<file path="config.mk">
export PLATFORM = sky130hd
export DESIGN_NAME = voice_msg_ctrl
export DESIGN_NICKNAME = d
export VERILOG_FILES = /design/src/rtl/vm_pkg.sv /design/src/rtl/vm_key_filter.sv /design/src/rtl/vm_slot_dir.sv /design/src/rtl/voice_msg_ctrl.sv
export SDC_FILE = /design/constraint.sdc
export NUM_CORES = 1
export LEC_CHECK = 0
export BUFFER_PORTS_ARGS = -buffer_cell sky130_fd_sc_hd__buf_2
export CELL_PAD_IN_SITES_DETAIL_PLACEMENT = 2
export CELL_PAD_IN_SITES_GLOBAL_PLACEMENT = 2
export CORE_MARGIN = 8
export CORE_UTILIZATION = 30
export DETAILED_ROUTE_END_ITERATION = 8
export PLACE_DENSITY_LB_ADDON = 0.1
export SYNTH_ARGS = -nofsm -noshare
export SYNTH_HDL_FRONTEND = slang
export SYNTH_HIERARCHICAL = 1
export SYNTH_SLANG_ARGS = --single-unit
</file>
<file path="constraint.sdc">
create_clock -name clk -period 13.8 [get_ports clk]
set_input_delay 1.38 -clock clk [delete_from_list [all_inputs] [get_ports clk]]
set_output_delay 1.38 -clock clk [all_outputs]
set_load 0.01 [all_outputs]
</file>
<file path="src/rtl/vm_pkg.sv">
package vm_pkg;

  typedef enum logic [1:0] {
    ST_STBY = 2'd0,
    ST_IDLE = 2'd1,
    ST_REC  = 2'd2,
    ST_PLAY = 2'd3
  } vm_state_e;

  // number of addresses in one slot when 2**lg slots share 2**aw words
  function automatic int slot_span(int aw, int lg);
    return 1 << (aw - lg);
  endfunction

  // first address of slot k
  function automatic int slot_base(int aw, int lg, int k);
    return k << (aw - lg);
  endfunction

endpackage

</file>
<file path="src/rtl/vm_key_filter.sv">
module vm_key_filter #(
  parameter int DEB_CYC = 16
) (
  input  logic clk,
  input  logic por_n,
  input  logic hold,
  input  logic raw_n,
  output logic level_n,
  output logic press
);
  localparam int CW = $clog2(DEB_CYC + 1);

  logic          s1, s2;
  logic [CW-1:0] cnt;

  always_ff @(posedge clk or negedge por_n) begin
    if (!por_n) begin
      s1 <= 1'b1; s2 <= 1'b1; level_n <= 1'b1; cnt <= '0; press <= 1'b0;
    end else if (hold) begin
      s1 <= 1'b1; s2 <= 1'b1; level_n <= 1'b1; cnt <= '0; press <= 1'b0;
    end else begin
      s1    <= raw_n;
      s2    <= s1;
      press <= 1'b0;
      if (s2 != level_n) begin
        if (cnt == CW'(DEB_CYC - 1)) begin
          level_n <= s2;
          cnt     <= '0;
          press   <= ~s2;
        end else begin
          cnt <= cnt + 1'b1;
        end
      end else begin
        cnt <= '0;
      end
    end
  end

endmodule

</file>
<file path="src/rtl/vm_slot_dir.sv">
module vm_slot_dir #(
  parameter int LW = 17,
  parameter int NK = 8
) (
  input  logic                  clk,
  input  logic                  por_n,
  input  logic                  purge,
  input  logic [1:0]            cur_lg,
  input  logic                  drop_en,
  input  logic [$clog2(NK)-1:0] drop_idx,
  input  logic                  set_en,
  input  logic [$clog2(NK)-1:0] set_idx,
  input  logic [LW-1:0]         set_len,
  input  logic [$clog2(NK)-1:0] look_idx,
  output logic [LW-1:0]         look_len,
  output logic                  look_ok
);
  logic [LW-1:0] len_q [NK];
  logic [1:0]    tag_q [NK];
  logic [NK-1:0] vld_q;

  generate
    for (genvar k = 0; k < NK; k++) begin : g_slot
      always_ff @(posedge clk or negedge por_n) begin
        if (!por_n) begin
          len_q[k] <= '0; tag_q[k] <= '0; vld_q[k] <= 1'b0;
        end else if (purge) begin
          if (tag_q[k] != cur_lg) vld_q[k] <= 1'b0;
        end else if (set_en && set_idx == k) begin
          len_q[k] <= set_len; tag_q[k] <= cur_lg; vld_q[k] <= 1'b1;
        end else if (drop_en && drop_idx == k) begin
          vld_q[k] <= 1'b0;
        end
      end
    end
  endgenerate

  assign look_len = len_q[look_idx];
  assign look_ok  = vld_q[look_idx] && (tag_q[look_idx] == cur_lg) && (len_q[look_idx] != '0);

endmodule

</file>
<file path="src/rtl/voice_msg_ctrl.sv">
module voice_msg_ctrl
  import vm_pkg::*;
#(
  parameter int ADDR_W  = 16,
  parameter int DEB_CYC = 16000
) (
  input  logic              clk,
  input  logic              por_n,
  input  logic              rst_n,
  input  logic [1:0]        msel,
  input  logic              rec_n,
  input  logic [7:0]        key_n,
  input  logic              tick,
  output logic [ADDR_W-1:0] mem_addr,
  output logic              mem_wr,
  output logic              mem_rd,
  output logic              beep_once,
  output logic              beep_twice,
  output logic              busy_n
);
  localparam int NK = 8;
  localparam int SW = $clog2(NK);
  localparam int LW = ADDR_W + 1;

  vm_state_e     state;
  logic [1:0]    lg_q;
  logic [SW-1:0] cur_q;
  logic [LW-1:0] off_q, plen_q;
  logic          rec_s1, rec_s2;

  // key filters, one per key
  logic [NK-1:0] level_n, press;
  generate
    for (genvar k = 0; k < NK; k++) begin : g_key
      vm_key_filter #(.DEB_CYC(DEB_CYC)) u_filt (
        .clk(clk), .por_n(por_n), .hold(!rst_n),
        .raw_n(key_n[k]), .level_n(level_n[k]), .press(press[k])
      );
    end
  endgenerate

  // keys beyond the latched slot count are masked
  logic [NK-1:0] hit;
  logic [SW-1:0] hit_idx;
  always_comb begin
    hit_idx = '0;
    for (int k = 0; k < NK; k++) hit[k] = press[k] && ((SW'(k) >> lg_q) == '0);
    for (int k = NK - 1; k >= 0; k--) if (hit[k]) hit_idx = SW'(k);
  end

  logic [LW-1:0]     look_len;
  logic              look_ok;
  logic [LW-1:0]     span_w;
  logic [ADDR_W-1:0] base_w, addr_w;
  assign span_w = LW'(slot_span(ADDR_W, int'(lg_q)));
  assign base_w = ADDR_W'(slot_base(ADDR_W, int'(lg_q), int'(cur_q)));
  assign addr_w = base_w + off_q[ADDR_W-1:0];

  // named events
  logic wake, start_rec, start_play, rec_tick, end_rec, play_tick, end_play;
  logic in_rec, in_play;
  assign in_rec     = (state == ST_REC);
  assign in_play    = (state == ST_PLAY);
  assign wake       = (state == ST_STBY) && rst_n;
  assign start_rec  = (state == ST_IDLE) && rst_n && !rec_s2 && (|hit);
  assign start_play = (state == ST_IDLE) && rst_n && rec_s2 && (|hit) && look_ok;
  assign rec_tick   = in_rec && tick;
  assign end_rec    = in_rec && ((rec_tick && off_q == span_w - 1'b1) || level_n[cur_q]);
  assign play_tick  = in_play && tick;
  assign end_play   = in_play && (press[cur_q] || (play_tick && off_q + 1'b1 == plen_q));

  vm_slot_dir #(.LW(LW), .NK(NK)) u_dir (
    .clk(clk), .por_n(por_n), .purge(wake), .cur_lg(lg_q),
    .drop_en(start_rec), .drop_idx(hit_idx),
    .set_en(end_rec && rst_n), .set_idx(cur_q), .set_len(off_q + LW'(rec_tick)),
    .look_idx(hit_idx), .look_len(look_len), .look_ok(look_ok)
  );

  always_ff @(posedge clk or negedge por_n) begin
    if (!por_n) begin
      state <= ST_STBY; lg_q <= 2'd3; cur_q <= '0; off_q <= '0; plen_q <= '0;
      rec_s1 <= 1'b1; rec_s2 <= 1'b1; mem_addr <= '0;
      mem_wr <= 1'b0; mem_rd <= 1'b0; beep_once <= 1'b0; beep_twice <= 1'b0;
    end else begin
      rec_s1     <= rec_n;
      rec_s2     <= rec_s1;
      mem_wr     <= 1'b0;
      mem_rd     <= 1'b0;
      beep_once  <= 1'b0;
      beep_twice <= 1'b0;
      if (!rst_n) begin
        state <= ST_STBY;
        lg_q  <= msel;
      end else begin
        unique case (state)
          ST_STBY: begin
            beep_once <= 1'b1;
            state     <= ST_IDLE;
          end
          ST_IDLE: begin
            if (start_rec) begin
              beep_once <= 1'b1;
              cur_q     <= hit_idx;
              off_q     <= '0;
              state     <= ST_REC;
            end else if (start_play) begin
              cur_q  <= hit_idx;
              off_q  <= '0;
              plen_q <= look_len;
              state  <= ST_PLAY;
            end
          end
          ST_REC: begin
            if (rec_tick) begin
              mem_wr   <= 1'b1;
              mem_addr <= addr_w;
              off_q    <= off_q + 1'b1;
            end
            if (end_rec) begin
              beep_twice <= 1'b1;
              state      <= ST_IDLE;
            end
          end
          ST_PLAY: begin
            if (play_tick && !press[cur_q]) begin
              mem_rd   <= 1'b1;
              mem_addr <= addr_w;
              off_q    <= off_q + 1'b1;
            end
            if (end_play) state <= ST_IDLE;
          end
          default: state <= ST_STBY;
        endcase
      end
    end
  end

  assign busy_n = !(in_rec || in_play);

endmodule

</file>
* Word level (Yosys, flattened, before mapping)
Index checks and enable logic that the tools add are counted.
** Operators by class
- $add $sub $neg :: 13
- Multiply operators :: 0
- Div/mod/pow operators :: 0
- $lt $le $gt $ge :: 3
- Equal/unequal tests :: 74
- Shifts and indexed selects :: 10
- Muxes and demuxes :: 168
- Bitwise gates (word level) :: 11
- Reduce and logical (&&, ||, !) cells :: 100
** Operators by type and width (count)
- two-way mux 14 bit :: 24
- adder 14 x 1 -> 14 bit, second input constant :: 8
- equality test 14 bit, second input constant :: 8
- two-way mux 1 bit :: 110
- two-way mux 17 bit :: 6
- binary-select mux 17 bit (select 3 bit) :: 1
- one-hot mux 17 bit (3 select lines) :: 1
- AND reduction 2 bit :: 24
- logical AND 1 bit :: 41
- equality test 17 bit :: 2
- inequality test 2 x 1 -> 1 bit, second input constant :: 17
- two-way mux 16 bit :: 2
- one-hot mux 16 bit (2 select lines) :: 1
- left shift 1 x 32 -> 17 bit, first input constant :: 1
- left shift 3 x 32 -> 16 bit :: 1
- logical NOT 3 bit :: 10
- two-way mux 3 bit :: 10
- nonzero test 3 bit :: 9
- equality test 3 bit, second input constant :: 8
- inequality test 2 bit, second input constant :: 9
- adder 17 x 1 -> 17 bit :: 1
- adder 17 x 1 -> 17 bit, second input constant :: 1
- nonzero test 17 bit :: 1
- subtractor 17 x 1 -> 17 bit, second input constant :: 1
- 32 further kinds :: 82
** Storage, ports and cells
- Register bits after elaboration :: 367
- Latch bits :: 0
- Bits in writable memories :: 0
- ROM bits :: 0
- Input port bits :: 15
- Output and inout bits :: 21
- Word-level logic and storage cells :: 455
- Memories kept :: 0

* Logic depth before layout (Yosys ltp)
- Depth after elaboration :: 23
- Depth in mapped cells :: 19

* By module
Netlist, hierarchy kept.
** Modules (own cells, without submodules)
- vm_slot_dir :: times used 1, cells an instance 481, area an instance 7497.2 sq um, seq. area each 4003.8 sq um
- vm_key_filter :: times used 8, cells an instance 78, area an instance 847.1 sq um, seq. area each 454.2 sq um
- voice_msg_ctrl :: times used 1, cells an instance 497, area an instance 4593.2 sq um, seq. area each 1581.5 sq um

* Worst setup path before layout
No wires, ideal clock.
- Path type :: register -> register
- From :: register lg_q[0]
- To :: register off_q[15]
- Setup time :: 0.135 ns
- Data arrival time :: 4.560 ns
- Required time :: 13.665 ns
- Setup slack :: 9.105 ns
- Stages on the path, launching flop included :: 20
- Path buffers :: 3
- Clock period less this slack :: 4.695 ns
- Cell sequence :: dfstp_2 > inv_1 > ha_1 > nor3b_1 > nor2_1 > o21a_1 > nor3_1 > clkbuf_1 > buf_1 > mux4_2 > xnor2_1 > nand2_1 > o21ai_0 > o211a_1 > nor2b_1 > a2111oi_2 > nor2_2 > buf_2 > o21ai_1 > o31ai_1
** On the way
- Cells in the longest elaborated chain, start to end :: 21
** Ends and longest elaborated chain
- start, declared :: RTL line voice_msg_ctrl.sv:26 : logic [1:0] lg_q;
- start signal, assigned :: RTL line voice_msg_ctrl.sv:93 : lg_q <= msel;
- >> shifter 3 x 2 -> 3 bit :: RTL line voice_msg_ctrl.sv:47 : for (int k = 0; k < NK; k++) hit[k] = press[k] && ((SW'(k) >> lg_q) == '0);
- logical NOT 3 bit :: RTL line voice_msg_ctrl.sv:47
- logical AND 1 bit :: RTL line voice_msg_ctrl.sv:47
- two-way mux 3 bit (7 in series) :: RTL line voice_msg_ctrl.sv:48 : for (int k = NK - 1; k >= 0; k--) if (hit[k]) hit_idx = SW'(k);
- two-way mux 3 bit * :: RTL line voice_msg_ctrl.sv:48
- net hit_idx[1] :: RTL line voice_msg_ctrl.sv:44 : logic [SW-1:0] hit_idx;
- branches (longest 6 deep; another with binary-select mux 17 bit (select 3 bit))
- logical AND 1 bit * :: RTL line vm_slot_dir.sv:39 : assign look_ok = vld_q[look_idx] && (tag_q[look_idx] == cur_lg) && (len_q[look_idx] != '0);
- net look_ok :: RTL line voice_msg_ctrl.sv:52 : logic look_ok;
- logical AND 1 bit * :: RTL line voice_msg_ctrl.sv:66 : assign start_play = (state == ST_IDLE) && rst_n && rec_s2 && (|hit) && look_ok;
- inequality test 3 x 2 -> 1 bit (no line) *
- AND reduction 5 bit (no line) *
- end signal, assigned :: RTL line voice_msg_ctrl.sv:117 : off_q <= off_q + 1'b1;
- end signal, assigned :: RTL line voice_msg_ctrl.sv:128 : off_q <= off_q + 1'b1;
- end, declared :: RTL line voice_msg_ctrl.sv:28 : logic [LW-1:0] off_q, plen_q;
Mark *: on every way through the listed nets, which the timed path passes. The select of a mux whose other input is x is not followed.
A chain may end at the register's enable or synchronous reset.

* Final worst setup path
- From :: register lg_q[0]
- To :: register off_q[8]
** RTL lines
- >> shifter 3 x 2 -> 3 bit :: RTL line voice_msg_ctrl.sv:47
- logical NOT 3 bit :: RTL line voice_msg_ctrl.sv:47
- logical AND 1 bit :: RTL line voice_msg_ctrl.sv:47
- two-way mux 3 bit (7 in series) :: RTL line voice_msg_ctrl.sv:48
- two-way mux 3 bit * :: RTL line voice_msg_ctrl.sv:48
- net hit_idx[0] :: RTL line voice_msg_ctrl.sv:44
- NOT 3 -> 4 bit *
- binary-select mux 17 bit (select 3 bit) *
- two-way mux 17 bit * (2 in series)
- net look_len[0] :: RTL line voice_msg_ctrl.sv:51 : logic [LW-1:0] look_len;
- nonzero test 17 bit * :: RTL line vm_slot_dir.sv:39
- logical AND 1 bit * :: RTL line vm_slot_dir.sv:39
- net look_ok :: RTL line voice_msg_ctrl.sv:52
- logical AND 1 bit * :: RTL line voice_msg_ctrl.sv:66
- inequality test 3 x 2 -> 1 bit (no line) *
- AND reduction 5 bit (no line) *
The timed path passes the listed nets; every way through them passes the cells marked *. The select of a mux whose other input is x is not followed.

==> metrics.txt <==
# TYPE chip_impl_metric gauge
chip_impl_info{name="cts_tree",value="done"} 1
chip_impl_metric{name="clk_latency",unit="ns"} 0.59
chip_impl_metric{name="postSynthRegisterBits",unit=""} 367
chip_impl_metric{name="fraction_of_the_mapped_netlist_area_in_adder_cells",unit=""} 0.0236
chip_impl_info{name="root_buffer",value="clkbuf_16"} 1
chip_impl_metric{name="synth_cell_types",unit=""} 79
chip_impl_metric{name="synth-compound-area-share",unit=""} 0.0508
chip_impl_metric{name="die_h",unit="um"} 267
chip_impl_metric{name="timing.final.max_slew_violations",unit=""} 0
chip_impl_metric{name="ctsLongestPathBuffers",unit=""} 3
chip_impl_metric{name="slew_headroom",unit=""} 0.195
chip_impl_metric{name="num_rows",unit=""} 92
chip_impl_metric{name="maximum_number_of_pins_on_one_net_before_global_route_repair",unit=""} 106
chip_impl_metric{name="synth_simple_gate_area_share",unit=""} 0.156
chip_impl_metric{name="final-hold-violation-count",unit=""} 0
chip_impl_info{name="hold_path.class",value="flip-flop to flip-flop"} 1
chip_impl_metric{name="design.portCount",unit=""} 36
chip_impl_metric{name="worstMarginPinSlew",unit="ns"} 1.20
chip_impl_metric{name="instance_count_along_the_most_critical_hold_path",unit=""} 0
chip_impl_metric{name="final_routed_wirelength_across_all_metal_layers",unit="um"} 54000
chip_impl_metric{name="drtIter0Drc",unit=""} 461
chip_impl_metric{name="async_reset_ff_frac",unit=""} 1.00
chip_impl_metric{name="max_cap_violations",unit=""} 0
chip_impl_metric{name="dp.final_hpwl",unit="um"} 36000
chip_impl_metric{name="worst_clk_skew",unit="ns"} 0.0160
chip_impl_metric{name="cts_resized",unit=""} 0
chip_impl_metric{name="core-area",unit="um^2"} 62600
chip_impl_info{name="synth_top_family_by_area",value="multiplexers"} 1
chip_impl_metric{name="fin_nets",unit=""} 1690
chip_impl_metric{name="finalCritPeriodShare",unit=""} 0.448
chip_impl_metric{name="die_width",unit="um"} 267
chip_impl_metric{name="antenna_left",unit=""} 0
chip_impl_metric{name="layout-area-overhead-vs-synth",unit="%"} 14.0
chip_impl_metric{name="drc",unit=""} 0
chip_impl_metric{name="synth_top_area_share",unit=""} 0.450
chip_impl_metric{name="synth_enable_flop_cells",unit=""} 0
chip_impl_metric{name="min_period",unit="ns"} 6.19
chip_impl_metric{name="synth_xor_area_frac",unit=""} 0.0836
chip_impl_info{name="outcome",value="finished, final reports clean"} 1
chip_impl_metric{name="antenna_found_initial",unit=""} 0
chip_impl_metric{name="critPathRequiredTime",unit="ns"} 14.28
chip_impl_metric{name="cts.sink_count",unit=""} 367
chip_impl_metric{name="postCtsSetupRepairBufs",unit=""} 0
chip_impl_metric{name="ir_worst_vdd",unit="mV"} 0.0902
chip_impl_info{name="timing.critical_path.from_type",value="flip-flop"} 1
chip_impl_metric{name="grt_overflow_total",unit=""} 0
chip_impl_metric{name="timing.critical_path.fanout_max",unit=""} 46
chip_impl_metric{name="ff2ff_path_depth",unit=""} 17
chip_impl_metric{name="buffer_ports.inserted",unit=""} 35
chip_impl_metric{name="clk_transition_reported_paths",unit="ns"} 0.06
chip_impl_metric{name="htreeDepth",unit=""} 2
chip_impl_info{name="mostFrequentLayoutCell",value="dfrtp_1"} 1
chip_impl_metric{name="gp_congestion",unit=""} 0.747
chip_impl_metric{name="post_synth_inst_count",unit=""} 1602
chip_impl_metric{name="power_density",unit="nW/um^2"} 113
chip_impl_info{name="worst_setup_path_end_kind",value="flip-flop"} 1
chip_impl_metric{name="routed-via-count",unit=""} 12800
chip_impl_metric{name="synth.yosys.warnings",unit=""} 6
chip_impl_metric{name="finalSetupViolCount",unit=""} 0
chip_impl_info{name="grt_setup_unrepaired",value="false"} 1
chip_impl_info{name="worst_setup_path_category",value="flip-flop to flip-flop"} 1
chip_impl_metric{name="grt_pass1_vias",unit=""} 14600
chip_impl_metric{name="n_antenna_cell",unit=""} 0
chip_impl_metric{name="avgRoutedWirePerCell",unit="um"} 21.4
chip_impl_metric{name="total_power",unit="mW"} 2.42
chip_impl_metric{name="cts_inserted_buffers",unit=""} 46
chip_impl_metric{name="setup_tns",unit="ns"} 0
chip_impl_metric{name="ys_seq_area_frac",unit=""} 0.489
chip_impl_metric{name="start_util",unit=""} 0.301
chip_impl_metric{name="worstPathArrival",unit="ns"} 6.67
chip_impl_metric{name="viasPerCell",unit=""} 5.07
chip_impl_metric{name="leakage",unit="nW"} 9.46
chip_impl_info{name="synth_area_leaders",value="dfrtp_1, mux2_2, xnor2_1"} 1
chip_impl_metric{name="postSynthAreaPerCell",unit="um^2"} 11.8
chip_impl_info{name="synth_top_area_cell",value="dfrtp_1"} 1
chip_impl_metric{name="netlist_area",unit="um^2"} 18900
chip_impl_metric{name="grt_pass1_wl",unit="um"} 87700
chip_impl_info{name="synth-main-ff-cell",value="dfrtp_1"} 1
chip_impl_metric{name="fmax",unit="MHz"} 162
chip_impl_metric{name="grt_use_total",unit=""} 0.155
chip_impl_info{name="layout_common_cells",value="dfrtp_1, mux2_2, nor2_1, xnor2_1"} 1
chip_impl_metric{name="design.die.area",unit="um^2"} 71200
chip_impl_metric{name="final_layout_size_suffix_gt1_frac",unit=""} 0.280
chip_impl_metric{name="holdBufCountCts",unit=""} 0
chip_impl_metric{name="detail_route.first_pass.iterations",unit=""} 4
chip_impl_metric{name="fraction_of_synthesized_area_in_multiplexers",unit=""} 0.171
[synthesized netlist by cell type, drive strengths merged (19+ instances only)]
library cell  number
a21oi             19
and3              21
buf               36
clkbuf            30
dfrtp            339
dfstp             28
ha                34
inv               29
mux2             194
mux4              43
nand2             94
nand3             65
nand4             49
nor2             167
nor3              30
nor4              32
o21ai             49
or2               19
xnor2             94
xor2              86
[flip-flops by register name (all words and copies together) (netlist names), 16 cells and up]
signal            count
plen_q               17
mem_addr             16
u_dir/len_q         136
off_q                17
u_dir/tag_q          16
g_key.u_filt/cnt    112
[area by class of cell]
cell class | count | area, um^2
Clock buffer | 67 | 1370
Clock inverter | 15 | 219
Fill cell | 6603 | 41100
Inverter | 29 | 109
Multi-Input combinational cell | 1145 | 9220
Sequential cell | 367 | 9220
Tap cell | 846 | 1060
Timing Repair Buffer | 51 | 305
[worst paths after layout]
check                              from         endpoint  slack, ns
worst max-delay path            lg_q[0]         off_q[8]       7.61
worst min-delay path             rec_s1           rec_s2       0.38
worst max register to register  lg_q[0]         off_q[8]       7.61
worst min register to register   rec_s1           rec_s2       0.38
max in group asynchronous         por_n  u_dir/len_q[92]      10.82
min in group asynchronous         por_n     mem_addr[10]       0.87
[logic make-up after synthesis]
family                     count (synthesis)
AOI/OAI and AO/OA                        141
xor gates and xnor gates                 180
adders and majority gates                 35
buffers and inverters                     95
DFF                                      367
muxes                                    241
other                                      1
and+or+nand+nor                          542
[worst max-delay path, stage by stage, from the launching register on]
cell	delay, ns
dfstp_2	0.89
inv_1	0.22
ha_1	0.37
nand3b_1	0.23
a21oi_1	0.16
nor2_1	0.08
nor2_4	0.08
buf_4	0.69
mux4_1	0.65
mux2_2	0.29
nor4_1	0.50
nand4_1	0.25
o211a_1	0.28
nor2b_1	0.24
a2111oi_2	0.15
nor2_2	0.65
o21ai_0	0.20
o31ai_1	0.10
[where the power goes]
part	internal, mW	switching (mW)	total (mW)
logic	0.0150	0.0429	0.0578
registers	1.08	0.00861	1.09
clock network	0.781	0.490	1.27
[stage by stage]
stage,cells,utilization,area (um^2),hold slack [ns],setup slack (ns)
2_1_floorplan,1607,-,18900,0.345,9.10
3_3_place_gp,2438,0.318,19900,0.370,7.64
3_5_place_dp,2438,0.318,19900,0.373,7.55
4_1_cts,2520,0.343,21500,0.382,7.50
5_1_grt,2520,0.343,21500,0.383,7.11
6_report,2520,0.343,21500,0.379,7.61
[routing by layer]
metal  share of wire  routed length, um  vias up  GRT usage
met2            0.48              26000      108      0.259
li1                -                  -     5828          -
met3           0.026               1390       68     0.0215
met5               0                  0        -          0
met4           0.024               1280        0     0.0469
met1            0.47              25300     6760      0.207
No activity file was read; power rests on OpenSTA's default activity.
